## src/rtl/perfmon_pkg.sv

```systemverilog
package perfmon_pkg;

  localparam int PM_NUM_EV = 4;
  localparam int PM_WORD_W = 32;
  localparam int PM_MSK_W  = PM_NUM_EV + 1;

  localparam logic [3:0] PM_A_CTRL   = 4'h0;
  localparam logic [3:0] PM_A_ENSET  = 4'h1;
  localparam logic [3:0] PM_A_ENCLR  = 4'h2;
  localparam logic [3:0] PM_A_IESET  = 4'h3;
  localparam logic [3:0] PM_A_FLAGS  = 4'h4;
  localparam logic [3:0] PM_A_SEL    = 4'h5;
  localparam logic [3:0] PM_A_EVNUM  = 4'h6;
  localparam logic [3:0] PM_A_EVCNT  = 4'h7;
  localparam logic [3:0] PM_A_CYCCNT = 4'h8;

  // internal mask: bits NUM_EV-1:0 event counters, bit NUM_EV cycle counter
  function automatic logic [PM_WORD_W-1:0] pm_spread(input logic [PM_MSK_W-1:0] m);
    logic [PM_WORD_W-1:0] w;
    w = '0;
    w[PM_NUM_EV-1:0] = m[PM_NUM_EV-1:0];
    w[PM_WORD_W-1]   = m[PM_NUM_EV];
    return w;
  endfunction

  function automatic logic [PM_MSK_W-1:0] pm_gather(input logic [PM_WORD_W-1:0] w);
    return {w[PM_WORD_W-1], w[PM_NUM_EV-1:0]};
  endfunction

endpackage

```

## src/rtl/perfmon_evcnt.sv

```systemverilog
module perfmon_evcnt #(
  parameter int CNT_W = 32,
  parameter int NUM_W = 7,
  localparam int EV_W = 1 << NUM_W
) (
  input  logic             clk,
  input  logic             rst_n,
  input  logic             run_i,
  input  logic [EV_W-1:0]  ev_i,
  input  logic             clr_i,
  input  logic             num_we_i,
  input  logic             cnt_we_i,
  input  logic [CNT_W-1:0] wdata_i,
  output logic [CNT_W-1:0] cnt_o,
  output logic [NUM_W-1:0] num_o,
  output logic             wrap_o
);

  logic [CNT_W-1:0] cnt_q;
  logic [NUM_W-1:0] num_q;
  logic             hit;
  logic             sw_touch;

  assign hit      = run_i & ev_i[num_q];
  assign sw_touch = clr_i | cnt_we_i;
  assign wrap_o   = hit & ~sw_touch & (&cnt_q);

  always_ff @(posedge clk or negedge rst_n) begin
    if (!rst_n) begin
      cnt_q <= '0;
      num_q <= '0;
    end else begin
      if (num_we_i) num_q <= wdata_i[NUM_W-1:0];
      if (clr_i)         cnt_q <= '0;
      else if (cnt_we_i) cnt_q <= wdata_i;
      else if (hit)      cnt_q <= cnt_q + 1'b1;
    end
  end

  assign cnt_o = cnt_q;
  assign num_o = num_q;

  assert_ev_wrap_zero_R6: assert property (@(posedge clk) disable iff (!rst_n)
    wrap_o |=> (cnt_q == '0));

  assert_ev_idle_hold_R4: assert property (@(posedge clk) disable iff (!rst_n)
    (!run_i && !clr_i && !cnt_we_i) |=> $stable(cnt_q));

  assert_ev_write_wins_R10: assert property (@(posedge clk) disable iff (!rst_n)
    (cnt_we_i && !clr_i) |=> (cnt_q == $past(wdata_i)));

endmodule

```

## src/rtl/perfmon_cyccnt.sv

```systemverilog
module perfmon_cyccnt #(
  parameter int CNT_W = 32,
  parameter int PRE_W = 6
) (
  input  logic             clk,
  input  logic             rst_n,
  input  logic             run_i,
  input  logic             slow_i,
  input  logic             clr_i,
  input  logic             cnt_we_i,
  input  logic [CNT_W-1:0] wdata_i,
  output logic [CNT_W-1:0] cnt_o,
  output logic             wrap_o
);

  logic [CNT_W-1:0] cnt_q;
  logic [PRE_W-1:0] pre_q;
  logic             tick;

  assign tick   = run_i & (~slow_i | (&pre_q));
  assign wrap_o = tick & ~clr_i & ~cnt_we_i & (&cnt_q);

  always_ff @(posedge clk or negedge rst_n) begin
    if (!rst_n) begin
      cnt_q <= '0;
      pre_q <= '0;
    end else begin
      if (clr_i)                pre_q <= '0;
      else if (run_i && slow_i) pre_q <= pre_q + 1'b1;
      if (clr_i)         cnt_q <= '0;
      else if (cnt_we_i) cnt_q <= wdata_i;
      else if (tick)     cnt_q <= cnt_q + 1'b1;
    end
  end

  assign cnt_o = cnt_q;

  assert_cyc_slow_hold_R5: assert property (@(posedge clk) disable iff (!rst_n)
    (run_i && slow_i && !(&pre_q) && !clr_i && !cnt_we_i) |=> $stable(cnt_q));

  assert_cyc_wrap_zero_R6: assert property (@(posedge clk) disable iff (!rst_n)
    wrap_o |=> (cnt_q == '0));

endmodule

```

## src/rtl/perfmon_unit.sv

```systemverilog
module perfmon_unit
  import perfmon_pkg::*;
#(
  parameter int CNT_W  = 32,
  parameter int NUM_W  = 7,
  parameter int SEL_W  = 5,
  parameter int PRE_W  = 6,
  parameter int ADDR_W = 4,
  localparam int EV_W  = 1 << NUM_W
) (
  input  logic                 clk,
  input  logic                 rst_n,
  input  logic [ADDR_W-1:0]    reg_addr,
  input  logic                 reg_we,
  input  logic [PM_WORD_W-1:0] reg_wdata,
  output logic [PM_WORD_W-1:0] reg_rdata,
  input  logic [EV_W-1:0]      event_i,
  output logic                 irq_o
);

  localparam int CYC = PM_NUM_EV;

  logic [5:0]          ctrl_q;
  logic [PM_MSK_W-1:0] en_q, ie_q, flag_q;
  logic [SEL_W-1:0]    sel_q;
  logic [PM_MSK_W-1:0] wrap_vec;
  logic                sel_ok;
  logic                run_all, slow_mode, ev_clr, cyc_clr;
  logic                wr_ctrl, wr_enset, wr_enclr, wr_ieset, wr_flags, wr_sel;
  logic                wr_num, wr_cnt, wr_cyc;
  logic [PM_MSK_W-1:0] wmask;

  logic [CNT_W-1:0] ev_cnt [PM_NUM_EV];
  logic [NUM_W-1:0] ev_num [PM_NUM_EV];
  logic [CNT_W-1:0] cyc_cnt;

  assign wr_ctrl  = reg_we && (reg_addr == PM_A_CTRL);
  assign wr_enset = reg_we && (reg_addr == PM_A_ENSET);
  assign wr_enclr = reg_we && (reg_addr == PM_A_ENCLR);
  assign wr_ieset = reg_we && (reg_addr == PM_A_IESET);
  assign wr_flags = reg_we && (reg_addr == PM_A_FLAGS);
  assign wr_sel   = reg_we && (reg_addr == PM_A_SEL);
  assign wr_num   = reg_we && (reg_addr == PM_A_EVNUM);
  assign wr_cnt   = reg_we && (reg_addr == PM_A_EVCNT);
  assign wr_cyc   = reg_we && (reg_addr == PM_A_CYCCNT);

  assign wmask     = pm_gather(reg_wdata);
  assign sel_ok    = (sel_q < SEL_W'(PM_NUM_EV));
  assign run_all   = ctrl_q[0];
  assign slow_mode = ctrl_q[3];
  assign ev_clr    = wr_ctrl & reg_wdata[1];
  assign cyc_clr   = wr_ctrl & reg_wdata[2];

  always_ff @(posedge clk or negedge rst_n) begin
    if (!rst_n) begin
      ctrl_q <= '0;
      en_q   <= '0;
      ie_q   <= '0;
      flag_q <= '0;
      sel_q  <= '0;
    end else begin
      if (wr_ctrl)  ctrl_q <= {reg_wdata[5:3], 2'b00, reg_wdata[0]};
      if (wr_enset) en_q   <= en_q | wmask;
      else if (wr_enclr) en_q <= en_q & ~wmask;
      if (wr_ieset) ie_q   <= ie_q | wmask;
      if (wr_sel)   sel_q  <= reg_wdata[SEL_W-1:0];
      flag_q <= (flag_q & ~(wr_flags ? wmask : '0)) | wrap_vec;
    end
  end

  for (genvar g = 0; g < PM_NUM_EV; g++) begin : g_ev
    logic hit_sel;
    assign hit_sel = sel_ok && (sel_q[1:0] == 2'(g));
    perfmon_evcnt #(.CNT_W(CNT_W), .NUM_W(NUM_W)) ev_i (
      .clk      (clk),
      .rst_n    (rst_n),
      .run_i    (run_all & en_q[g]),
      .ev_i     (event_i),
      .clr_i    (ev_clr),
      .num_we_i (wr_num & hit_sel),
      .cnt_we_i (wr_cnt & hit_sel),
      .wdata_i  (reg_wdata[CNT_W-1:0]),
      .cnt_o    (ev_cnt[g]),
      .num_o    (ev_num[g]),
      .wrap_o   (wrap_vec[g])
    );
  end

  perfmon_cyccnt #(.CNT_W(CNT_W), .PRE_W(PRE_W)) cyc_i (
    .clk      (clk),
    .rst_n    (rst_n),
    .run_i    (run_all & en_q[CYC]),
    .slow_i   (slow_mode),
    .clr_i    (cyc_clr),
    .cnt_we_i (wr_cyc),
    .wdata_i  (reg_wdata[CNT_W-1:0]),
    .cnt_o    (cyc_cnt),
    .wrap_o   (wrap_vec[CYC])
  );

  always_comb begin
    reg_rdata = '0;
    case (reg_addr)
      PM_A_CTRL:   reg_rdata[5:0] = ctrl_q;
      PM_A_ENSET,
      PM_A_ENCLR:  reg_rdata = pm_spread(en_q);
      PM_A_IESET:  reg_rdata = pm_spread(ie_q);
      PM_A_FLAGS:  reg_rdata = pm_spread(flag_q);
      PM_A_SEL:    reg_rdata[SEL_W-1:0] = sel_q;
      PM_A_EVNUM:  if (sel_ok) reg_rdata[NUM_W-1:0] = ev_num[sel_q[1:0]];
      PM_A_EVCNT:  if (sel_ok) reg_rdata[CNT_W-1:0] = ev_cnt[sel_q[1:0]];
      PM_A_CYCCNT: reg_rdata[CNT_W-1:0] = cyc_cnt;
      default:     reg_rdata = '0;
    endcase
  end

  assign irq_o = |(flag_q & ie_q);

  assert_flag_after_wrap_R6: assert property (@(posedge clk) disable iff (!rst_n)
    (wrap_vec != '0) |=> ((flag_q & $past(wrap_vec)) == $past(wrap_vec)));

  assert_flags_hold_R7: assert property (@(posedge clk) disable iff (!rst_n)
    (wrap_vec == '0 && !wr_flags) |=> $stable(flag_q));

  assert_oneshot_clear_R2: assert property (@(posedge clk) disable iff (!rst_n)
    1'b1 |-> (ctrl_q[2:1] == 2'b00));

endmodule

```

## config.mk

```make
export PLATFORM = sky130hd
export DESIGN_NAME = perfmon_unit
export DESIGN_NICKNAME = d
export VERILOG_FILES = /design/src/rtl/perfmon_pkg.sv /design/src/rtl/perfmon_evcnt.sv /design/src/rtl/perfmon_cyccnt.sv /design/src/rtl/perfmon_unit.sv
export SDC_FILE = /design/constraint.sdc
export NUM_CORES = 1
export LEC_CHECK = 0
export ABC_AREA = 1
export BUFFER_PORTS_ARGS = -buffer_cell sky130_fd_sc_hd__buf_2
export CAP_MARGIN = 20
export CORE_ASPECT_RATIO = 0.8
export CORE_UTILIZATION = 26
export DETAILED_ROUTE_END_ITERATION = 12
export GPL_TIMING_DRIVEN = 0
export PLACE_DENSITY_LB_ADDON = 0.2
export SLEW_MARGIN = 5
export SYNTH_ARGS = -nofsm -noshare
export SYNTH_HDL_FRONTEND = slang
export SYNTH_SLANG_ARGS = --single-unit
```

## constraint.sdc

```tcl
create_clock -name clk -period 2.4 [get_ports clk]
set_input_delay 0.48 -clock clk [delete_from_list [all_inputs] [get_ports clk]]
set_output_delay 0.48 -clock clk [all_outputs]
set_load 0.02 [all_outputs]
```

======== After elaboration in Yosys (flattened, before gate mapping) ========
Index checks and enable logic that the tools add are counted.
cells by class
  bitwise logic cells ..................... 52
  reduce and logical (&&, ||, !) cells .... 31
  eq/ne operators ......................... 11
  add/sub/neg operators ................... 6
  order comparisons ....................... 6
  muxes and demuxes ....................... 40
operator list
  operator               number
  $mux 32                18
  $add 32x1->32 const B  5
  $reduce_and 32->1      5
  $pmux 25 s5            1
  $bmux 32 s2            1
  $pmux 5 s8             1
  $lt 7x8->1 const B     4
  $and 1x1->1            31
  $bmux 1 s7             4
  $mux 7                 3
  $eq 4x3->1 const B     4
  $and 5x5->5            3
  $mux 5                 3
  $or 5x5->5             3
  $reduce_bool 3->1      5
  $bmux 7 s2             1
  $logic_and 1x1->1      14
  $mux 6                 2
  $not 5->5              2
  $eq 4x2->1 const B     2
  $not 1->1              7
  $add 6x1->6 const B    1
  $reduce_and 6->1       1
  $lt 5x3->1 const B     1
  other kinds (15)       24
storage, ports and cells
  word-level logic and storage cells ...... 161
  flip-flop bits (word level) ............. 218
  input port bits ......................... 167
  output and inout bits ................... 33

======== Depth between registers and ports, before layout ========
Gate-level depths: netlist of the first run.
  depth after elaboration ................. 8
  depth in mapped cells ................... 16
  gate-level depth less buffers ........... 15

======== Cells and area by module ========
From an unflattened synthesis of the first run, not the netlist that was laid out.
unflattened totals
  cells, all modules ...................... 4023
  area total of the unflattened synthesis .. 22795.6 um^2
by module, submodules not included
  module          instances  area an instance (um^2)  sequential area each (um^2)  cells each
  perfmon_evcnt   4          4245.3                   975.9                        743
  perfmon_unit    1          2981.6                   600.6                        577
  perfmon_cyccnt  1          2832.7                   950.9                        474

======== Worst setup path before layout of the first run ========
No wires, ideal clock.
  path kind ............................... input-to-output
  start ................................... input reg_addr[2]
  end ..................................... output reg_rdata[31]
  path slack .............................. -0.107 ns
  buffers on the path ..................... 0
  arrival time ............................ 2.027 ns
  stages on the path ...................... 8
  required time ........................... 1.920 ns
  cell sequence ........................... inv_2 > nor2_1 > inv_2 > nor2_2 > inv_2 > nor2_2 > clkinv_1 > o311ai_0
on the way
  cells in the longest elaborated chain, start to end .. 3
  elaborated cells on any way between the ends .. 8
  classes of those cells .................. 6 x eq/ne; 1 x mux; 1 x reduce/logical
ends and longest elaborated chain
  element                                          RTL line             text
  from (decl)                                      perfmon_unit.sv:13   input logic [ADDR_W-1:0] reg_addr,
  $eq 4x1->1 / $eq 4x2->1 (equally long branches)  perfmon_unit.sv:103  case (reg_addr)
  $reduce_or 2->1                                  perfmon_unit.sv:103
  $pmux 25 s5 *                                    perfmon_unit.sv:103
  to (decl)                                        perfmon_unit.sv:16   output logic [PM_WORD_W-1:0] reg_rdata,
Every way passes the cells marked *; elsewhere a longest branch is shown, timed or not.

======== Worst setup path in the final report of the first run ========
  start ................................... register sel_q[0]
  end ..................................... output reg_rdata[3]
on the way
  cells in the longest elaborated chain, start to end .. 6
  elaborated cells on any way between the ends .. 11
  classes of those cells .................. 1 x order compare; 9 x mux; 1 x bitwise
ends and longest elaborated chain
  element                                                                      RTL line                                  text
  from (decl)                                                                  perfmon_unit.sv:25                        logic [SEL_W-1:0] sel_q;
  from (signal assigned)                                                       perfmon_unit.sv:66                        if (wr_sel) sel_q <= reg_wdata[SEL_W-1:0];
  $not 2->3 (implied by the code)                                              perfmon_unit.sv:110, perfmon_unit.sv:111
  $bmux 32 s2 / $bmux 7 s2 (equally long branches)                             perfmon_unit.sv:111, perfmon_unit.sv:110
  $mux 32 (implied by the code) / $mux 7 (equally long branches) (2 in a row)  perfmon_unit.sv:111, perfmon_unit.sv:110
  $mux 32 / $mux 7 (equally long branches)                                     perfmon_unit.sv:111, perfmon_unit.sv:110
  $pmux 5 s8 *                                                                 perfmon_unit.sv:103
Every way passes the cells marked *; elsewhere a longest branch is shown, timed or not. The select of a mux whose other input is x is not followed.

==> results of run 1 <==
-- report_power, final --
| part | internal (W) | leakage, nW | switching (W) | total [W] |
|---|---|---|---|---|
| Sequential | 0.00444 | 2.92 | 0.00129 | 0.00573 |
| Combinational | 0.00278 | 9.67 | 0.00492 | 0.00770 |
| Clock | 0.00278 | 0.477 | 0.00191 | 0.00469 |
-- registers in the layout, indices dropped and copies added (netlist names), named ones only --
register         flops
ctrl_q               4
flag_q               5
g_ev.ev_i.cnt_o    128
ie_q                 5
g_ev.ev_i.num_o     28
cyc_i.pre_q          6
sel_q                5
cyc_i.cnt_o         32
-- synth_stat cells (3+ instances only) --
| library cell | n |
|---|---|
| a211oi_1 | 17 |
| a21oi_1 | 76 |
| a221oi_1 | 12 |
| a22oi_1 | 53 |
| a31oi_1 | 10 |
| buf_1 | 9 |
| buf_2 | 84 |
| buf_4 | 34 |
| buf_6 | 14 |
| clkbuf_1 | 65 |
| clkinv_1 | 4 |
| dfrtp_1 | 218 |
| ha_1 | 6 |
| inv_1 | 271 |
| inv_2 | 23 |
| nand2_1 | 1192 |
| nand2_2 | 5 |
| nand3_1 | 664 |
| nand3_2 | 8 |
| nand4_1 | 43 |
| nor2_1 | 197 |
| nor2_2 | 7 |
| nor2_4 | 6 |
| nor3_1 | 69 |
| nor3_2 | 5 |
| nor4_1 | 18 |
| o2111ai_1 | 3 |
| o211ai_1 | 12 |
| o21ai_0 | 154 |
| o21ai_1 | 14 |
| o221ai_1 | 4 |
| o22ai_1 | 81 |
| o311ai_0 | 4 |
| o32ai_1 | 15 |
| o41ai_1 | 4 |
| or2_2 | 7 |
| xnor2_1 | 20 |
| xor2_1 | 58 |
-- per-stage QoR --
step                std cells  TNS, ns  hold slack [ns]
floorplan                3505   -0.639            0.184
global placement         4738  -835.69            0.474
detailed placement       4740   -89.80            0.346
CTS                      4836   -10.03            0.153
global route             4849   -13.47            0.181
finish                   4850   -10.74            0.182
-- metal layers --
layer | vias to the layer above | part of all wire | GRT usage
met4 | 2 | 0.024 | 0.0638
met1 | 13000 | 0.46 | 0.429
met5 | - | 0.00070 | 0
met2 | 1535 | 0.41 | 0.410
met3 | 181 | 0.11 | 0.0658
li1 | 12300 | - | -
-- what timing repair did --
action / 4_1_cts / 5_1_grt
endpoints found under the hold margin: 26 / 0
setup buffers: 40 / 12
pin swaps: 43 / 46
hold buffers: 1 / 0
cloned: 5 / 2
setup endpoints to repair: 165 / 182
resized for setup: 383 / 253
-- cell usage in the layout, fill, tap and decap left out, types with 21 or more instances in the layout --
master,count
nand3_2,59
a21oi_1,73
a22oi_1,51
nand3_1,600
o22ai_1,48
o21ai_0,150
nand4_1,43
clkbuf_16,42
buf_8,26
nor3_1,62
clkbuf_1,45
buf_4,80
inv_1,257
o22ai_2,21
nand2_1,1170
xor2_1,58
buf_2,185
nor2_1,179
buf_6,68
dfrtp_1,207
-- area by class of cell --
cell class,instances,area (µm²),share of cell area
Multi-Input combinational cell,2783,14800,0.537
Sequential cell,218,5470,0.198
Buffer,205,2010,0.0729
Timing Repair Buffer,261,1860,0.0674
Tap cell,1034,1290,0.0468
Inverter,298,1180,0.0427
Clock buffer,32,714,0.0259
Clock inverter,18,263,0.00951
Antenna cell,1,2.50,0.0000906
-- critical path, delay by kind of cell (launching register included) --
kind / cells / cell delay (ns)
DFF: 1 / 0.47
buffers and inverters: 3 / 0.54
AOI/OAI and AO/OA: 3 / 0.65
and+or+nand+nor: 1 / 0.07
-- cells by family (layout without fill, tap and decap cells) --
kind of cell,count (synthesis),in the layout,share of synthesized area
fa+ha+maj,6,6,0.00358
flops,218,218,0.260
xor+xnor,78,78,0.0325
buf+inv,504,814,0.106
simple gates,2234,2234,0.463
other cells,0,1,0
compound gates,465,465,0.134
-- worst max-delay path by stage --
stage / from / end / slack, ns
6_report: sel_q[0]$_DFFE_PN0P_ / reg_rdata[3] / -0.43
2_1_floorplan: reg_addr[2] / reg_rdata[12] / -0.06
5_1_grt: sel_q[0]$_DFFE_PN0P_ / reg_rdata[0] / -0.46
3_5_place_dp: reg_addr[2] / reg_rdata[9] / -1.14
4_1_cts: sel_q[2]$_DFFE_PN0P_ / reg_rdata[9] / -0.38
3_3_place_gp: rst_n / g_ev[2].ev_i.cnt_o[19]$_DFFE_PN0P_ / -3.45
==> out/metrics.yaml, run 1 <==
status: "finished with violations"
failed_checks: "setup timing"
arrival_ns: 2.35
drive_above_1_share: 0.197
hp-start: "reg_wdata[1]"
vias_per_cell: 5.59
grt_pass1_vias: 25000
grt_pass1_wl_um: 175000
cellLeakagePower_nw: 13.1
clk_latency_ns: 0.60
cts_tree: "done"
skew_ns: 0.0342
antenna_found_initial: 1
htreeDepth: 1
routed-via-count: 27100
ioPinCount: 200
yosysWarnings: 0
syn_area_um2: 21000
cp_max_fo: 9
core_um2: 79300
slew_headroom: 0.391
required_ns: 1.92
grt_usage: 0.287
avgSynthCellArea_um2: 5.99
r2r_slack_ns: 0.03
rr_endpoint: "g_ev[1].ev_i.cnt_o[30]$_DFFE_PN0P_"
worstSetupStartpointType: "register"
powerDensity_nw_per_um2: 656
syn_to_final_growth_pct: 31.6
fmax_ghz: 0.354
drt_iter0_markers: 3743
start_util: 0.265
slowest_stage: "dfrtp_2"
slew_violations: 0
synth_top_area_frac: 0.260
worst_slack_ns: -0.427
drtPass1Iterations: 6
grt_max_degree: 102
cts_made_buffers: 27
crit_chain: "nor2_4 -> inv_6 -> clkbuf_16 -> o22ai_1 -> a221oi_2 -> o2111ai_2 -> buf_4"
tightestPinTransition_ns: 0.910
grt-ovfl-total: 0
worstRegToRegCells: 16
fin_nets: 3967
async_flop_share: 1.00
dpl.hpwl_um: 93700
place.port_buffers: 199
fin_crit_sh: 1.18
antenna_left: 0
synth.largest_area_cell: "dfrtp_1"
avgRoutedWirePerCell_um: 25.1
die_h_um: 256
fin_crit_ns: 2.83
synth_area_leaders: "dfrtp_1 26%, nand2_1 21%, nand3_1 16%"
gp_congestion: 1.03
cts_max_path_buffers: 3
clkTransAtPathRegs_ns: 0.06
irDropWorstVdd_v: 0.000499
timing.max_cap.violations: 0
finalSetupViolCount: 32
hold_violations: 0
ys.flop_type: "dfrtp_1"
worstSetupEndpointType: "output port"
clock-root-buffer: "clkbuf_16"
synth_edf_count: 0
yosysSeqAreaShare: 0.260
hold_depth: 2
netlist_instances: 3505
power.total_w: 0.0181
syn_nets: 3678
clock-sinks: 218
crit_type: "reg -> out"
die_area_um2: 81900
utilization: 0.348
fin_area_um2: 27600
hp-class: "in -> reg"
die_x_um: 320
synth.distinct_cells: 51
rr_startpoint: "g_ev[1].ev_i.num_o[1]$_DFFE_PN0P_"
grt_setup_unrepaired: "true"
placed_cell_area_um2: 23400
fillers: 8637
slowest_delay_ns: 0.47
row_count: 92
routed_wl_um: 122000
place_ws_ns: -1.14
ys_ff_latch: 218
route.detailed.drc: 0
Note: power is estimated with default switching activity, not from simulation.
==> run 2, diff against run 1 <==
- ABC_AREA: 1 -> default
- CORE_ASPECT_RATIO: 0.8 -> 0.75
==> out/metrics.yaml, run 2 <==
core_um2: 68400  # was 79,300 µm²
irDropWorstVdd_v: 0.000463  # was 0.000499 V
worstSetupEndpointType: "register"  # was output port
synth.distinct_cells: 71  # was 51
start_util: 0.263  # was 0.265
ioPinCount: 200  # unchanged
avgRoutedWirePerCell_um: 27.9  # was 25.1 µm
row_count: 83  # was 92
timing.max_cap.violations: 0  # unchanged
multi_input_area_um2: 13300  # was 14,800 µm²
required_ns: 2.81  # was 1.92 ns
layout_commonest_cell: "dfrtp_1"  # was nand2_1
synth_top_area_frac: 0.303  # was 0.260
syn_area_um2: 18000  # was 21,000 µm²
finalSetupViolCount: 165  # was 32
fmax_ghz: 0.326  # was 0.354 GHz
cellLeakagePower_nw: 9.70  # was 13.1 nW
syn_nets: 1956  # was 3,678
fin_area_um2: 25200  # was 27,600 µm²
powerDensity_nw_per_um2: 746  # was 656 nW/µm²
drive_above_1_share: 0.403  # was 0.197
netlist_instances: 1783  # was 3,505
cp_max_fo: 7  # was 9
fin_crit_sh: 1.28  # was 1.18
grt_setup_unrepaired: "true"  # unchanged
drt_iter0_markers: 2228  # was 3,743
place.port_buffers: 192  # was 199
crit_type: "reg -> reg"  # was reg -> out
synth_most_common_cell: "dfrtp_1"  # was nand2_1
fin_crit_ns: 3.07  # was 2.83 ns
routed_wl_um: 85100  # was 122,000 µm
dpl.hpwl_um: 62300  # was 93,700 µm
clk_latency_ns: 0.56  # was 0.60 ns
mostFrequentLayoutCells: "206 x dfrtp_1, 164 x buf_2, 148 x o21ai_0, 147 x mux4_2, 122 x a21oi_1"  # was 1,170 x nand2_1, 600 x nand3_1, 257 x inv_1, 207 x dfrtp_1, 185 x buf_2
ys_ff_latch: 218  # unchanged
grt_usage: 0.234  # was 0.287
failed_checks: "setup timing"  # unchanged
place_ws_ns: -1.31  # was -1.14 ns
regArea_um2: 5470  # about the same
cts_max_path_buffers: 3  # unchanged
die_h_um: 230  # was 256 µm
antenna_left: 0  # unchanged
drtPass1Iterations: 6  # unchanged
yosys-top-cells-count: "218 x dfrtp_1, 154 x o21ai_0, 143 x mux4_2"  # was 1,192 x nand2_1, 664 x nand3_1, 271 x inv_1
antenna_found_initial: 8  # was 1
worst_slack_ns: -0.670  # was -0.427 ns
synth_area_leaders: "dfrtp_1 30%, mux4_2 18%, xnor2_1 5.0%"  # was dfrtp_1 26%, nand2_1 21%, nand3_1 16%
clock-root-buffer: "clkbuf_16"  # unchanged
htreeDepth: 1  # unchanged
worstSetupStartpointType: "register"  # unchanged
cts_tree: "done"  # unchanged
hp-class: "in -> reg"  # unchanged
largest_reg_flops: 128  # unchanged
slew_headroom: 0.275  # was 0.391
tightestPinTransition_ns: 1.09  # was 0.910 ns
routed-via-count: 18100  # was 27,100
clock-sinks: 218  # unchanged
grt_pass1_wl_um: 122000  # was 175,000 µm
arrival_ns: 3.48  # was 2.35 ns
synth.largest_area_cell: "dfrtp_1"  # unchanged
hold_violations: 0  # unchanged
slew_violations: 0  # unchanged
fin_nets: 2306  # was 3,967
grt_max_degree: 106  # was 102
setup_tns_ns: -84.80  # was -10.74 ns
grt_pass1_vias: 17300  # was 25,000
placed_cell_area_um2: 20400  # was 23,400 µm²
ys.flop_type: "dfrtp_1"  # unchanged
syn_to_final_growth_pct: 39.7  # was 31.6%
yosysSeqAreaShare: 0.303  # was 0.260
synth_edf_count: 0  # unchanged
grt-ovfl-total: 0  # unchanged
fillers: 6706  # was 8,637
die_x_um: 306  # was 320 µm
async_flop_share: 1.00  # unchanged
route.detailed.drc: 0  # unchanged
gp_congestion: 0.945  # was 1.03
die_area_um2: 70300  # was 81,900 µm²
status: "finished with violations"  # unchanged
yosysWarnings: 0  # unchanged
skew_ns: 0.0155  # was 0.0342 ns
avgSynthCellArea_um2: 10.1  # was 5.99 µm²
clkTransAtPathRegs_ns: 0.06  # about the same
cts_made_buffers: 27  # unchanged
vias_per_cell: 5.92  # was 5.59
-- run 2: changes by cell type after synthesis, sizes merged, moves of 76 or more --
| cell | change |
|---|---|
| xnor2 | +82 |
| mux2i | +79 |
| inv | -268 |
| nand2 | -1073 |
| mux4 | +155 |
| nor2 | -127 |
| nand3 | -599 |
| buf | -84 |
| o22ai | -76 |
-- run 2: stage by stage --
stage / utilization / hold slack (ns) / cells / power [W]
floorplan: - / 0.184 / 1783 / 0.00936
global placement: 0.297 / 0.467 / 2867 / 0.0117
detailed placement: 0.297 / 0.345 / 2869 / 0.0118
CTS: 0.351 / 0.205 / 3007 / 0.0181
global route: 0.368 / 0.233 / 3048 / 0.0194
finish: 0.368 / 0.221 / 3049 / 0.0188
-- run 2: routing by layer --
layer / global-route usage / vias up / share of wire
met1: 0.344 / 9283 / 0.43
li1: - / 7553 / -
met3: 0.0654 / 158 / 0.12
met2: 0.339 / 1056 / 0.43
met5: 0 / - / 0.00059
met4: 0.0449 / 8 / 0.023
-- run 2: area by class of cell --
class / instances / area share
flip-flops and latches: 218 / 0.217
repair buffers: 325 / 0.110
clock buffers: 44 / 0.0330
multi-input cells: 1384 / 0.528
plain buffers: 151 / 0.0596
diodes: 4 / 0.000398
inverters: 26 / 0.00388
clock inverters: 5 / 0.00338
well taps: 892 / 0.0444
-- run 2: final timing paths --
check                                                   from                                  to  slack [ns]  cells after the start
max                        g_ev[0].ev_i.num_o[0]$_DFFE_PN0P_  g_ev[0].ev_i.cnt_o[24]$_DFFE_PN0P_       -0.67                     12
min                                             reg_wdata[4]          cyc_i.cnt_o[4]$_DFFE_PN0P_        0.22                      3
max reg2reg                g_ev[0].ev_i.num_o[0]$_DFFE_PN0P_  g_ev[0].ev_i.cnt_o[24]$_DFFE_PN0P_       -0.67                     12
min reg2reg                              ie_q[2]$_DFFE_PN0P_                 ie_q[2]$_DFFE_PN0P_        0.49                      1
max in group asynchronous                              rst_n   g_ev[1].ev_i.num_o[2]$_DFFE_PN0P_        0.71                      4
min in group asynchronous                              rst_n         cyc_i.cnt_o[18]$_DFFE_PN0P_        0.36                      2
-- run 2: critical path, cell delays in order, from the launching register on --
cell     delay, ns
dfrtp_1       0.38
buf_12        0.16
buf_12        0.14
mux4_2        0.56
nor4_2        0.17
nor3b_1       0.09
a32oi_2       0.38
o31a_1        0.26
buf_12        0.18
buf_12        0.16
nor4_4        0.04
xnor2_1       0.23
a21oi_1       0.12
-- run 2: power by group --
| group | switching, W | internal [W] |
|---|---|---|
| combinational | 0.00418 | 0.00426 |
| sequential | 0.00148 | 0.00455 |
| clock | 0.00173 | 0.00257 |
| total | 0.00739 | 0.0114 |
-- run 2: cells by family after synthesis --
| logic type | after synthesis | share of synthesized area |
|---|---|---|
| AND/OR/NAND/NOR | 540 | 0.166 |
| AO/OA/AOI/OAI | 420 | 0.143 |
| multiplexers | 268 | 0.262 |
| flip-flops | 218 | 0.303 |
| buffers and inverters | 181 | 0.0496 |
| XOR/XNOR | 150 | 0.0730 |
| adder cells (fa/ha/maj) | 6 | 0.00417 |
-- run 2: repair_timing --
action | in CTS | in global routing
pin swaps | 142 | 140
hold endpoints to repair | 26 | 0
gates cloned | 15 | 5
resized for setup | 400 | 162
hold buffers | 1 | 0
endpoints found under the setup margin | 203 | 208
buffers inserted | 77 | 37
==> run 3, diff against run 2 <==
- CORE_MARGIN: default -> 2
- SETUP_SLACK_MARGIN: default -> 0.1
==> out/metrics.yaml, run 3 (synthesized netlist as in run 2, its figures left out) <==
status: "finished with violations"  # unchanged
failed_checks: "setup timing"  # unchanged
largest_reg_flops: 128  # unchanged
worstSetupStartpointType: "register"  # unchanged
row_count: 83  # unchanged
clkTransAtPathRegs_ns: 0.06  # about the same
antenna_left: 0  # unchanged
required_ns: 2.87  # was 2.81 ns
hold_violations: 0  # unchanged
mostFrequentLayoutCells: "207 x dfrtp_1, 166 x buf_2, 148 x o21ai_0, 147 x mux4_2, 122 x a21oi_1"  # was 206 x dfrtp_1, 164 x buf_2, 148 x o21ai_0, 147 x mux4_2, 122 x a21oi_1
powerDensity_nw_per_um2: 753  # was 746 nW/µm²
regArea_um2: 5470  # about the same
worstSetupEndpointType: "register"  # unchanged
fin_nets: 2323  # was 2,306
skew_ns: 0.0181  # was 0.0155 ns
cp_max_fo: 5  # was 7
fin_crit_ns: 3.14  # was 3.07 ns
slew_headroom: 0.108  # was 0.275
fin_crit_sh: 1.31  # was 1.28
routed_wl_um: 85300  # was 85,100 µm
worstRegToRegCells: 13  # was 12
grt_pass1_vias: 17400  # was 17,300
clock-sinks: 218  # unchanged
routed-via-count: 17800  # was 18,100
arrival_ns: 3.61  # was 3.48 ns
die_area_um2: 71400  # was 70,300 µm²
multi_input_area_um2: 13300  # about the same
syn_to_final_growth_pct: 41.7  # was 39.7%
grt_pass1_wl_um: 122000  # about the same
fin_area_um2: 25500  # was 25,200 µm²
place_ws_ns: -1.27  # was -1.31 ns
antenna_found_initial: 9  # was 8
irDropWorstVdd_v: 0.000474  # was 0.000463 V
layout_commonest_cell: "dfrtp_1"  # unchanged
placed_cell_area_um2: 20600  # was 20,400 µm²
hold_depth: 3  # unchanged
hp-class: "in -> reg"  # unchanged
avgRoutedWirePerCell_um: 27.8  # was 27.9 µm
dpl.hpwl_um: 62500  # was 62,300 µm
power.total_w: 0.0192  # was 0.0188 W
finalSetupViolCount: 166  # was 165
drtPass1Iterations: 7  # was 6
core_um2: 68400  # unchanged
vias_per_cell: 5.81  # was 5.92
crit_type: "reg -> reg"  # unchanged
die_h_um: 232  # was 230 µm
grt_max_degree: 94  # was 106
route.detailed.drc: 0  # unchanged
grt_usage: 0.231  # was 0.234
ioPinCount: 200  # unchanged
cellLeakagePower_nw: 10.0  # was 9.70 nW
drt_iter0_markers: 2254  # was 2,228
start_util: 0.263  # unchanged
cts_made_buffers: 26  # was 27
hold_ws_ns: 0.217  # was 0.221 ns
fmax_ghz: 0.318  # was 0.326 GHz
dp_cells: 2869  # unchanged
grt-ovfl-total: 0  # unchanged
die_x_um: 308  # was 306 µm
timing.max_cap.violations: 0  # unchanged
worst_slack_ns: -0.741  # was -0.670 ns
fillers: 6727  # was 6,706
gp_congestion: 0.942  # was 0.945
tightestPinTransition_ns: 1.34  # was 1.09 ns
place.port_buffers: 192  # unchanged
clock-root-buffer: "clkbuf_16"  # unchanged
htreeDepth: 1  # unchanged
drive_above_1_share: 0.408  # was 0.403
cts_max_path_buffers: 3  # unchanged
grt_setup_unrepaired: "true"  # unchanged
cts_tree: "done"  # unchanged
slew_violations: 0  # unchanged
stdcell_count: 3064  # was 3,049
clk_latency_ns: 0.57  # was 0.56 ns
==> run 3: cell types whose count changed in the layout (fill, tap and decap cells not counted), sizes merged <==
cell and delta:
diode -1, bufinv +4, bufbuf -1, clkbuf -2, buf +17, inv -2
==> run 3: layout make-up <==
class                           instances  share of cell area
Buffer                                152              0.0604
Clock buffer                           40              0.0312
Tap cell                              892              0.0438
Timing Repair Buffer                  342               0.118
Multi-Input combinational cell       1384               0.520
Sequential cell                       218               0.215
Antenna cell                            3            0.000294
Inverter                               26             0.00383
Clock inverter                          7             0.00726
==> run 3: where the power goes <==
group | switching (W) | leakage [nW] | internal (W) | total (W)
combinational | 0.00420 | 6.83 | 0.00438 | 0.00858
clock | 0.00174 | 0.479 | 0.00291 | 0.00464
sequential | 0.00145 | 2.70 | 0.00455 | 0.00600
total | 0.00738 | 10.0 | 0.0118 | 0.0192
==> run 3: repair_timing <==
item	4_1_cts	5_1_grt
endpoints found under the setup margin	211	209
hold buffers	1	0
pin swaps	152	166
hold endpoints to repair	51	0
setup buffers	86	43
gates resized for setup	401	136
gates cloned	14	6
==> run 3: critical path, cell delays in order, from the launching register on <==
cell and delay (ns):
dfrtp_1 0.38, buf_6 0.15, buf_12 0.14, mux4_2 0.52
mux4_2 0.58, o211ai_1 0.20, nand4_1 0.13, buf_6 0.17
buf_12 0.14, buf_6 0.11, nand3_4 0.09, buf_4 0.13
o31ai_1 0.07, a31oi_1 0.22
==> run 3: layer usage <==
metal	wire length, µm	global-route usage	up-vias
met5	38	0	-
met3	9740	0.0673	111
met4	1490	0.0363	6
met2	36400	0.336	1034
li1	-	-	7593
met1	37600	0.341	9059
==> run 3: worst paths after layout <==
check | slack [ns] | end | startpoint
setup / recovery | -0.74 | g_ev[1].ev_i.cnt_o[31]$_DFFE_PN0P_ | g_ev[1].ev_i.num_o[0]$_DFFE_PN0P_
hold / removal | 0.22 | cyc_i.cnt_o[4]$_DFFE_PN0P_ | reg_wdata[4]
setup reg to reg | -0.74 | g_ev[1].ev_i.cnt_o[31]$_DFFE_PN0P_ | g_ev[1].ev_i.num_o[0]$_DFFE_PN0P_
hold reg to reg | 0.48 | ctrl_q[5]$_DFFE_PN0N_ | ctrl_q[5]$_DFFE_PN0N_
max in group asynchronous | 1.05 | g_ev[1].ev_i.num_o[4]$_DFFE_PN0P_ | rst_n
min in group asynchronous | 0.41 | cyc_i.cnt_o[15]$_DFFE_PN0P_ | rst_n
==> run 3: per-stage QoR <==
step                      setup TNS [ns]  utilization
after floorplan                   -15.81            -
after global placement           -912.83        0.300
after detailed placement         -181.02        0.301
after CTS                         -82.25        0.357
after global routing             -104.95        0.373
final                             -92.02        0.373
